[config.mk]
export PLATFORM = sky130hd
export DESIGN_NAME = stream_descrambler
export DESIGN_NICKNAME = d
export VERILOG_FILES = /design/src/rtl/ds_pkg.sv /design/src/rtl/ds_keygen.sv /design/src/rtl/ds_sync_fsm.sv /design/src/rtl/ds_idle_watch.sv /design/src/rtl/ds_sipo.sv /design/src/rtl/stream_descrambler.sv
export SDC_FILE = /design/constraint.sdc
export NUM_CORES = 1
export LEC_CHECK = 0
export BUFFER_PORTS_ARGS = -buffer_cell sky130_fd_sc_hd__clkbuf_2
export CAP_MARGIN = 20
export CORE_UTILIZATION = 49
export CTS_CLUSTER_SIZE = 16
export DETAILED_ROUTE_END_ITERATION = 12
export GPL_TIMING_DRIVEN = 0
export HOLD_SLACK_MARGIN = 0.03
export PLACE_DENSITY = 0.72
export SETUP_SLACK_MARGIN = 0.05
export SYNTH_ARGS = -nofsm -noshare
export SYNTH_HDL_FRONTEND = slang
export SYNTH_SLANG_ARGS = --single-unit
[constraint.sdc]
create_clock -name clk -period 2.72 [get_ports clk]
set_input_delay 0.136 -clock clk [delete_from_list [all_inputs] [get_ports clk]]
set_output_delay 0.136 -clock clk [all_outputs]
set_load 0.01 [all_outputs]
[src/rtl/ds_pkg.sv]
package ds_pkg;
  typedef enum logic [1:0] {
    ST_SEARCH = 2'd0,
    ST_CHECK  = 2'd1,
    ST_LOCKED = 2'd2
  } sync_state_t;
endpackage

[src/rtl/ds_keygen.sv]
// Key stream register: follows the inverted line bit until locked,
// then free-runs on its own recurrence.
module ds_keygen #(
  parameter int KEY_W = 11,
  parameter int TAP   = 9
) (
  input  logic clk,
  input  logic rst,
  input  logic adv,
  input  logic follow_line,
  input  logic line_bit,
  output logic pred
);
  logic [KEY_W-1:0] st;
  logic             nxt;

  assign pred = st[KEY_W-1] ^ st[TAP-1];
  assign nxt  = follow_line ? ~line_bit : pred;

  always_ff @(posedge clk) begin
    if (rst)      st <= '0;
    else if (adv) st <= {st[KEY_W-2:0], nxt};
  end
endmodule

[src/rtl/ds_sync_fsm.sv]
// Search / check / locked sequencing of the key acquisition.
module ds_sync_fsm
  import ds_pkg::*;
#(
  parameter int KEY_W     = 11,
  parameter int CHECK_LEN = 30
) (
  input  logic clk,
  input  logic rst,
  input  logic adv,
  input  logic line_key,
  input  logic pred,
  input  logic expire,
  output logic locked
);
  localparam int FILL_W  = $clog2(KEY_W + 1);
  localparam int MATCH_W = $clog2(CHECK_LEN + 1);
  localparam logic [FILL_W-1:0]  FILL_LAST  = FILL_W'(KEY_W - 1);
  localparam logic [MATCH_W-1:0] MATCH_LAST = MATCH_W'(CHECK_LEN - 1);

  sync_state_t         state;
  logic [FILL_W-1:0]   fill;
  logic [MATCH_W-1:0]  match;

  assign locked = (state == ST_LOCKED);

  always_ff @(posedge clk) begin
    if (rst) begin
      state <= ST_SEARCH;
      fill  <= '0;
      match <= '0;
    end else if (expire) begin
      state <= ST_SEARCH;
      fill  <= '0;
    end else if (adv) begin
      case (state)
        ST_SEARCH: begin
          if (fill == FILL_LAST) begin
            state <= ST_CHECK;
            match <= '0;
          end else begin
            fill <= fill + 1'b1;
          end
        end
        ST_CHECK: begin
          if (line_key == pred) begin
            if (match == MATCH_LAST) state <= ST_LOCKED;
            else                     match <= match + 1'b1;
          end else begin
            state <= ST_SEARCH;
            fill  <= '0;
          end
        end
        default: ;
      endcase
    end
  end
endmodule

[src/rtl/ds_idle_watch.sv]
// Idle-run detector and loss-of-idle watchdog.
module ds_idle_watch #(
  parameter int RUN_LEN   = 10,
  parameter int WD_CYCLES = 40000
) (
  input  logic clk,
  input  logic rst,
  input  logic adv,
  input  logic dbit,
  input  logic locked,
  output logic expire,
  output logic abort_pulse
);
  localparam int RUN_W = $clog2(RUN_LEN + 1);
  localparam int WD_W  = $clog2(WD_CYCLES + 1);
  localparam logic [RUN_W-1:0] RUN_LAST = RUN_W'(RUN_LEN - 1);
  localparam logic [WD_W-1:0]  WD_LAST  = WD_W'(WD_CYCLES - 1);

  logic [RUN_W-1:0] run;
  logic [WD_W-1:0]  wd;
  logic             hit;

  assign hit    = adv && dbit && (run == RUN_LAST);
  assign expire = locked && !hit && (wd == WD_LAST);

  always_ff @(posedge clk) begin
    if (rst) begin
      run         <= '0;
      wd          <= '0;
      abort_pulse <= 1'b0;
    end else begin
      abort_pulse <= expire;
      if (adv) begin
        if (!dbit)                run <= '0;
        else if (run != RUN_LAST) run <= run + 1'b1;
      end
      if (!locked || hit || wd == WD_LAST) wd <= '0;
      else                                 wd <= wd + 1'b1;
    end
  end
endmodule

[src/rtl/ds_sipo.sv]
// Serial-to-parallel shifter of descrambled bits.
module ds_sipo #(
  parameter int WORD_W = 10
) (
  input  logic              clk,
  input  logic              rst,
  input  logic              adv,
  input  logic              dbit,
  output logic [WORD_W-1:0] word
);
  always_ff @(posedge clk) begin
    if (rst)      word <= '0;
    else if (adv) word <= {word[WORD_W-2:0], dbit};
  end
endmodule

[src/rtl/stream_descrambler.sv]
module stream_descrambler #(
  parameter int KEY_W     = 11,
  parameter int TAP       = 9,
  parameter int CHECK_LEN = 30,
  parameter int RUN_LEN   = 10,
  parameter int WD_CYCLES = 40000,
  parameter int WORD_W    = 10
) (
  input  logic              clk,
  input  logic              rst,
  input  logic              in_valid,
  output logic              in_ready,
  input  logic              in_bit,
  output logic              out_valid,
  input  logic              out_ready,
  output logic              out_bit,
  output logic [WORD_W-1:0] out_word,
  output logic              locked,
  output logic              abort_pulse
);
  logic adv;
  logic pred;
  logic expire;

  assign adv       = in_valid && out_ready;
  assign in_ready  = out_ready;
  assign out_valid = in_valid;
  assign out_bit   = in_bit ^ pred;

  ds_keygen #(.KEY_W(KEY_W), .TAP(TAP)) u_key (
    .clk(clk), .rst(rst), .adv(adv), .follow_line(!locked),
    .line_bit(in_bit), .pred(pred)
  );

  ds_sync_fsm #(.KEY_W(KEY_W), .CHECK_LEN(CHECK_LEN)) u_sync (
    .clk(clk), .rst(rst), .adv(adv), .line_key(~in_bit), .pred(pred),
    .expire(expire), .locked(locked)
  );

  ds_idle_watch #(.RUN_LEN(RUN_LEN), .WD_CYCLES(WD_CYCLES)) u_watch (
    .clk(clk), .rst(rst), .adv(adv), .dbit(out_bit), .locked(locked),
    .expire(expire), .abort_pulse(abort_pulse)
  );

  ds_sipo #(.WORD_W(WORD_W)) u_sipo (
    .clk(clk), .rst(rst), .adv(adv), .dbit(out_bit), .word(out_word)
  );
endmodule

* After elaboration in Yosys (flattened, before gate mapping)
Index checks and enable logic that the tools add are counted.
Word-level totals: output and inout bits 15, input port bits 5, flip-flop bits (word level) 53, logic and storage cells 62
Cells by class: equality and inequality tests 15, bitwise operators 4, reduce and logical (&&, ||, !) cells 17, add/sub/neg operators 4, muxes and demuxes 14
Operator list (count):
- $add 16x1->16 const B | 1
- $eq 16x16->1 const B | 1
- $mux 4 | 4
- $mux 5 | 3
- $pmux 5 s2 | 1
- $add 4x1->4 const B | 2
- $eq 4x4->1 const B | 2
- $ne 2x2->1 const B | 4
- $pmux 4 s2 | 1
- $reduce_and 4->1 | 2
- $mux 2 | 3
- $reduce_and 6->1 | 1
- $add 5x1->5 const B | 1
- $eq 5x5->1 const B | 1
- $logic_and 1x1->1 | 5
- $ne 2x1->1 const B | 2
- $ne 4x4->1 const B | 1
- $pmux 2 s2 | 1
- $reduce_or 2->1 | 2
- $ne 3x3->1 const B | 1
- $eq 2x1->1 const B | 1
- $eq 2x2->1 const B | 1
- $logic_not 1->1 | 2
- $logic_not 2->1 | 1
- other kinds (7) | 10

* Logic depth before layout (Yosys ltp)
Gate-level depths: netlist (run 1).
word-level depth 9, mapped depth 7, depth with buffers taken out 6

* By module
A second synthesis (run 1) with hierarchy kept.
Second synthesis, totals: cells, all modules 264, area, all modules 2427.3 um^2
Modules (own cells, without submodules):
- ds_idle_watch | cells each 113, area an instance 959.7 um^2, sequential area each 420.4 um^2, times used 1
- ds_sync_fsm | cells each 75, area an instance 658.1 um^2, sequential area each 220.2 um^2, times used 1
- ds_keygen | cells each 38, area an instance 419.2 um^2, sequential area each 220.2 um^2, times used 1
- ds_sipo | cells each 32, area an instance 352.8 um^2, sequential area each 200.2 um^2, times used 1
- stream_descrambler | cells each 6, area an instance 37.5 um^2, sequential area each 0.0 um^2, times used 1

* Worst setup path before layout (run 1)
OpenSTA, ideal clock, no wires.
path kind reg2reg, start reg u_key.st[10], end reg u_sync.match[1], data arrival time 1.589 ns, setup time 0.071 ns, setup slack 1.060 ns, buffers on the path 0, cell stages (with the launch flop) 6, cells stage by stage dfxtp_1 > xnor3_2 > clkinv_2 > mux2i_2 > or4_1 > a21oi_1
On the way: word-level cells in the longest chain between the ends 9
Ends and longest elaborated chain:
- start: declaration | line ds_keygen.sv:14 | logic [KEY_W-1:0] st;
- start signal: assignment | line ds_keygen.sv:22 | else if (adv) st <= {st[KEY_W-2:0], nxt};
- $xor 1x1->1 | line ds_keygen.sv:17 | assign pred = st[KEY_W-1] ^ st[TAP-1];
- $xor 1x1->1 | line stream_descrambler.sv:28 | assign out_bit = in_bit ^ pred;
- net out_bit | line stream_descrambler.sv:16 | output logic out_bit,
- $logic_and 1x1->1 (2 in series) | line ds_idle_watch.sv:23 | assign hit = adv && dbit && (run == RUN_LAST);
- $logic_not 1->1 | line ds_idle_watch.sv:24 | assign expire = locked && !hit && (wd == WD_LAST);
- $logic_and 1x1->1 (2 in series) | line ds_idle_watch.sv:24
- $not 1->1 (no line)
- $reduce_and 6->1 (no line)
- end signal: assignment | line ds_sync_fsm.sv:48 | else match <= match + 1'b1;
- end: declaration | line ds_sync_fsm.sv:23 | logic [MATCH_W-1:0] match;
The timed path passes the listed nets, and every way through them passes these cells. A chain may end at the register's enable or synchronous reset.

* Worst setup path in the final report (run 1)
start reg u_watch.wd[0], end reg u_sync.state[0]
On the way: word-level cells in the longest chain between the ends 3
Ends and longest elaborated chain:
- start: declaration | line ds_idle_watch.sv:20 | logic [WD_W-1:0] wd;
- start signal: assignment | line ds_idle_watch.sv:38 | else wd <= wd + 1'b1;
- $eq 16x16->1 | line ds_idle_watch.sv:24
- $logic_and 1x1->1 | line ds_idle_watch.sv:24
- $reduce_or 2->1 (no line)
- end signal: assignment | line ds_sync_fsm.sv:39 | state <= ST_CHECK;
- end signal: assignment | line ds_sync_fsm.sv:47 | if (match == MATCH_LAST) state <= ST_LOCKED;
- end signal: assignment | line ds_sync_fsm.sv:50 | state <= ST_SEARCH;
- end: declaration | line ds_sync_fsm.sv:21 | sync_state_t state;
No other way between the ends.

==> flow_summary.yaml, run 1 <==
logic_synthesis:
  avgSynthCellArea_um2: 8.27
  ys_types: 44
  synthFlopType: "dfxtp_1"
  yosys_warnings: 0
  synth_area_um2: 2430
  synth_edf_count: 0
  yosysSeqAreaShare_pct: 43.6
  ys_ff_latch: 53
  syn-num-nets: 306
  async_reset_ff_share_pct: 0
  syn_inst: 294
clock_tree:
  cts_setup_buffers: 0
  htreeDepth: 2
  cts_tree: "yes"
  clock_sinks: 53
  hold_buffers: 0
  post_cts_resized: 0
  ctsRootBufferMaster: "clkbuf_8"
  clk_pin_slew_ps: 90
  clk_latency_ps: 310
  cts_made_buffers: 5
  clockBufferDepth: 2
critical_path:
  path_buf_inv: 0
  required_ps: 2900
  cp_cell_sequence: "ha_1 > nand2_1 > or2_1 > o31ai_1 > nor3_1"
  worstSetupStartpointType: "flip-flop"
  slowest_delay_ps: 550
  cp_data_arrival_time_ps: 2090
  crit_family: "simple AND/OR/NAND/NOR gates"
  crit_path_max_fanout: 5
  critical_path.slowest_cell: "o31ai_1"
  endpoint_kind: "flip-flop"
  critical_path_class: "reg2reg"
power_and_ir_drop:
  leakage_uw: 0.000920
  vdd.ir_drop.worst_mv: 0.337
  totalPowerFinal_uw: 1390
  power_density_nw_per_um2: 510
die:
  die_y_um: 72.5
  die-area_um2: 5250
  start_util_pct: 51.2
  die_w_um: 72.5
  ios: 20
  fp-row-count: 25
  coreArea_um2: 4750
cells_and_area:
  areaGrowthSynthToFinish_pct: 12.1
  ff_latch_area_um2: 1060
  final_cell_mix: "54 x nand2_1, 53 x dfxtp_1, 32 x a21oi_1, 27 x nor2_1, 19 x clkbuf_2"
  drive_gt1_share_pct: 12.1
  nets: 332
  multiInputGateArea_um2: 1270
  layout_commonest_cell: "nand2_1"
  n_fill_cell: 461
  antenna_cells: 0
detailed_routing:
  vias_per_cell: 5.28
  vias: 2049
  wire_per_inst_um: 12.2
  firstDrtPassIters: 4
  drtIter0Drc: 94
  drt-total-wl_um: 4730
  drc: 0
  postRouteAntennaNets: 0
sta:
  fmax_mhz: 524
  hold_slack_ps: 152
  drv_slew: 0
  timing.final.crit_share_pct: 70.2
  max_slew_margin_pct: 61.0
  hold_violations: 0
  min_period_ps: 1910
  max_slew.worst_pin.slew_ps: 580
  finalSetupViolCount: 0
  skew_ps: 4.38
  rsz0062_at_grt: "no"
  tns_ps: 0
global_routing:
  grt_pass1_wl_um: 8200
  grt_max_degree: 16
  overflow: 0
  antenna_found_initial: 0
  gr-usage-all-layers_pct: 19.9
  grt_pass1_vias: 1880
run:
  maxCapViolations: 0
place:
  dp_hpwl_um: 3360
  portBuffers: 19
  gp_congestion: 0.853
status:
  outcome: "finished clean"
min_path:
  min_path_type: "in2reg"
sequential cells by signal, indices dropped and copies added, names as in the netlist:
register and count:
u_sync.fill 4, u_sync.match 5, u_sipo.word 10, u_sync.state 2
u_watch.run 4, u_key.st 11, u_watch.abort_pulse 1, u_watch.wd 16
final cells by class:
cell class | count | share of cell area, %
plain buffers | 14 | 2.43
clock buffers | 7 | 3.17
clock inverters | 1 | 1.10
inverters | 9 | 1.28
multi-input cells | 218 | 46.6
flip-flops and latches | 53 | 38.9
well taps | 67 | 3.07
repair buffers | 19 | 3.49
cells by family (layout without fill, tap and decap cells):
group / after synthesis / after routing / share of synthesized area [%]
AO/OA/AOI/OAI: 55 / 55 / 13.8
XOR/XNOR: 16 / 16 / 6.38
adder cells (fa/ha/maj): 7 / 7 / 3.60
buffers and inverters: 23 / 50 / 4.17
flip-flops: 53 / 53 / 43.6
multiplexers: 4 / 4 / 1.90
AND/OR/NAND/NOR: 136 / 136 / 26.5
stage by stage:
stage | area (µm²) | setup slack (ps) | instances | util, %
floorplan | 2430 | 1060 | 294 | -
global placement | 2610 | 838 | 380 | 54.9
detailed placement | 2610 | 817 | 380 | 54.9
CTS | 2730 | 811 | 388 | 57.4
global route | 2730 | 592 | 388 | 57.4
finish | 2730 | 812 | 388 | 57.4
path summary, 6_finish.rpt:
kind,startpoint,depth (start not counted),to,slack [ps]
hold / removal,in_bit,4,u_key.st[0]$_SDFFE_PP0N_,150
setup reg to reg,u_watch.wd[0]$_SDFF_PP0_,5,u_sync.state[0]$_SDFFE_PP0P_,810
setup / recovery,u_watch.wd[0]$_SDFF_PP0_,5,u_sync.state[0]$_SDFFE_PP0P_,810
hold reg to reg,u_key.st[1]$_SDFFE_PP0N_,2,u_key.st[2]$_SDFFE_PP0N_,450
routing by layer:
metal | vias up | share of wire, % | global-route usage [%]
li1 | 1070 | - | -
met5 | - | 0 | 0
met1 | 947 | 49 | 25.8
met3 | 7 | 3.1 | 5.14
met2 | 25 | 47 | 32.0
met4 | 0 | 1.4 | 6.97
tightest hold or removal path, delay by kind of cell:
kind                   cells  cell delay (ps)
AOI/OAI and AO/OA          1               50
buffers and inverters      1              100
muxes                      1               60
and+or+nand+nor            1               60
Yosys cell counts (4+ instances only):
master	instances	area, µm²
nor4_1	7	43.8
nor3_1	10	50.1
inv_1	8	30.0
nand2_1	54	203
dfxtp_1	53	1060
buf_1	4	15.0
o31ai_1	4	30.0
nor2_1	27	101
a21o_1	4	30.0
xnor2_1	14	123
ha_1	7	87.6
clkbuf_1	5	18.8
a21oi_1	32	160
nand3_1	11	55.1
o21ai_0	4	20.0
nand3b_1	4	30.0
power breakdown:
group          switching [µW]  total, µW  leakage [µW]  internal, µW
sequential               4.46        784      0.000427           780
combinational            41.5       60.1      0.000434          18.6
clock                     248        548     0.0000585           300
Power figures use the tool's default switching activity.
==> inputs of run 2 (changes only) <==
Clock period 2.72 ns to 1.95 ns, I/O delays scaled along.
==> run 2 against run 1 <==
Against the previous run: total power rose by 40%; fmax rose by 5.9%; combinational power rose by 48%; highest routed layer unchanged; wire length up 0.13%; sequential share of layout area fell by 0.55 points; count of clock-buffer cells in the layout did not move; sequential cell count is the same; worst setup slack worse by 660 ps; non-clock buffer count grew 1; clock power up 40%; clock skew is essentially flat.
==> flow_summary.yaml, run 2 (synthesis gave the netlist of run 1 again) <==
status:
  outcome: "finished clean"
power_and_ir_drop:
  pwr-share-comb_pct: 4.6
  p_int_uw: 1530
  p_switching_uw: 413
  power_density_nw_per_um2: 703
  leakage_uw: 0.000935
  clkPwrFrac_pct: 39.3
  p_sw_share_pct: 21.2
  vdd.ir_drop.worst_mv: 0.469
  power_frac_seq_pct: 56.1
critical_path:
  reg2reg_setup_slack_ps: 150
  critical_path.slowest_cell: "or4_1"
  reg2reg_depth: 5
  r2r_start: "u_sync.match[0]$_SDFFE_PP0P_"
  worstSetupStartpointType: "flip-flop"
  endpoint_kind: "flip-flop"
  rr_endpoint: "u_sync.match[1]$_SDFFE_PP0P_"
  cp_cell_sequence: "ha_1 > and4_1 > a21o_1 > or4_1 > a21oi_1"
  crit_path_max_fanout: 5
  path_buf_inv: 0
  crit_family: "simple AND/OR/NAND/NOR gates"
  critical_path_class: "reg2reg"
  slowest_delay_ps: 470
  required_ps: 2190
  cp_data_arrival_time_ps: 2040
cells_and_area:
  largest_reg_flops: 16
  areaGrowthSynthToFinish_pct: 13.9
  stdcell_count: 389
  multiInputGateArea_um2: 1300
  stdcell_area_um2: 2770
  antenna_cells: 0
  layout_commonest_cell: "nand2_1"
  ff_latch_area_um2: 1060
  drive_gt1_share_pct: 13.7
  final_core_util_pct: 58.3
  final_cell_mix: "54 x nand2_1, 52 x dfxtp_1, 32 x a21oi_1, 27 x nor2_1, 19 x clkbuf_2"
  top_register: "u_watch.wd"
  top_regs: "u_watch.wd: 16 flops, u_key.st: 11 flops, u_sipo.word: 10 flops"
  n_fill_cell: 450
  nets: 333
clock_tree:
  htreeDepth: 2
  clock_sinks: 53
  clk_pin_slew_ps: 90
  clockBufferDepth: 2
  cts_made_buffers: 5
  clk_latency_ps: 310
  hold_buffers: 0
  cts_tree: "yes"
  ctsRootBufferMaster: "clkbuf_8"
min_path:
  whs_path_depth: 4
  min_path_type: "in2reg"
  min_to: "u_key.st[0]$_SDFFE_PP0N_"
  worst_hold_startpoint: "in_bit"
detailed_routing:
  postRouteAntennaNets: 0
  firstDrtPassIters: 4
  wire_per_inst_um: 12.2
  drc: 0
  vias_per_cell: 5.30
  drt-total-wl_um: 4740
  vias: 2061
  drtIter0Drc: 85
sta:
  drv_slew: 0
  max_slew_margin_pct: 66.3
  timing.final.crit_share_pct: 92.5
  fmax_mhz: 555
  skew_ps: 4.08
  tns_ps: 0
  setup_slack_ps: 147
  rsz0062_at_grt: "no"
  hold_violations: 0
  finalSetupViolCount: 0
  max_slew.worst_pin.slew_ps: 499
  min_period_ps: 1800
place:
  portBuffers: 19
  place_ws_ps: 46.5
  placed_cell_area_um2: 2610
  dp_hpwl_um: 3360
  dp.cells: 380
  gp_congestion: 0.853
die:
  start_util_pct: 51.2
  fp-row-count: 25
  ios: 20
  die_y_um: 72.5
  die-area_um2: 5250
  die_w_um: 72.5
  coreArea_um2: 4750
global_routing:
  antenna_found_initial: 0
  grt_pass1_vias: 1882
  grt_pass1_wl_um: 8210
  grt_max_degree: 16
  gr-usage-all-layers_pct: 19.9
  overflow: 0
run:
  maxCapViolations: 0
==> run 2: routing by layer <==
metal  GRT usage [%]  vias up  routed length, µm
met5               0        -                  0
met4            6.97        0                 67
met3            5.14        7                169
met2            32.1       27               2250
met1            25.8      957               2250
li1                -     1070                  -
==> run 2: how the worst max path moves through the flow <==
stage / startpoint / to / slack [ps] / cells after the start
finish: u_sync.match[0]$_SDFFE_PP0P_ / u_sync.match[1]$_SDFFE_PP0P_ / 150 / 5
global route: u_key.st[10]$_SDFFE_PP0N_ / u_sync.match[1]$_SDFFE_PP0P_ / 60 / 5
CTS: u_sync.match[1]$_SDFFE_PP0P_ / u_sync.match[0]$_SDFFE_PP0P_ / 110 / 6
detailed placement: u_watch.wd[0]$_SDFF_PP0_ / u_sync.state[0]$_SDFFE_PP0P_ / 50 / 5
global placement: u_watch.wd[0]$_SDFF_PP0_ / u_sync.state[0]$_SDFFE_PP0P_ / 70 / 5
floorplan: u_key.st[10]$_SDFFE_PP0N_ / u_sync.match[1]$_SDFFE_PP0P_ / 290 / 5
==> run 2: worst reg2reg max path, stage by stage, from the launching register on <==
cell	delay, ps
dfxtp_1	360
ha_1	220
and4_1	280
a21o_1	260
or4_1	470
a21oi_1	140
==> run 2: per-stage QoR <==
| stage | total power, µW | hold WS, ps |
|---|---|---|
| final | 1950 | 123 |
| after global routing | 2020 | 173 |
| after CTS | 1960 | 110 |
| after detailed placement | 1200 | 441 |
| after global placement | 1200 | 436 |
| after floorplan | 1170 | 287 |
==> run 2: what timing repair did <==
action                                 4_1_cts  5_1_grt
endpoints found under the hold margin        0        0
pin swaps                                    0        1
resized for setup                            1        6
setup endpoints to repair                    1       17
setup buffers                                0        1
==> run 2: power by group through the flow <==
stage	sequential (µW)	combinational, µW	clock, µW
final	1090	88.9	766
after global placement	1120	83.4	0
after floorplan	1120	55.8	0
after global routing	1090	101	829
after CTS	1090	84.9	779
after detailed placement	1120	84.0	0
==> run 2: layout make-up <==
type | count | area share (%)
plain buffers | 14 | 2.39
flip-flops and latches | 53 | 38.3
repair buffers | 20 | 3.70
clock inverters | 1 | 1.08
inverters | 9 | 1.31
well taps | 67 | 3.03
clock buffers | 7 | 3.12
multi-input cells | 218 | 47.0
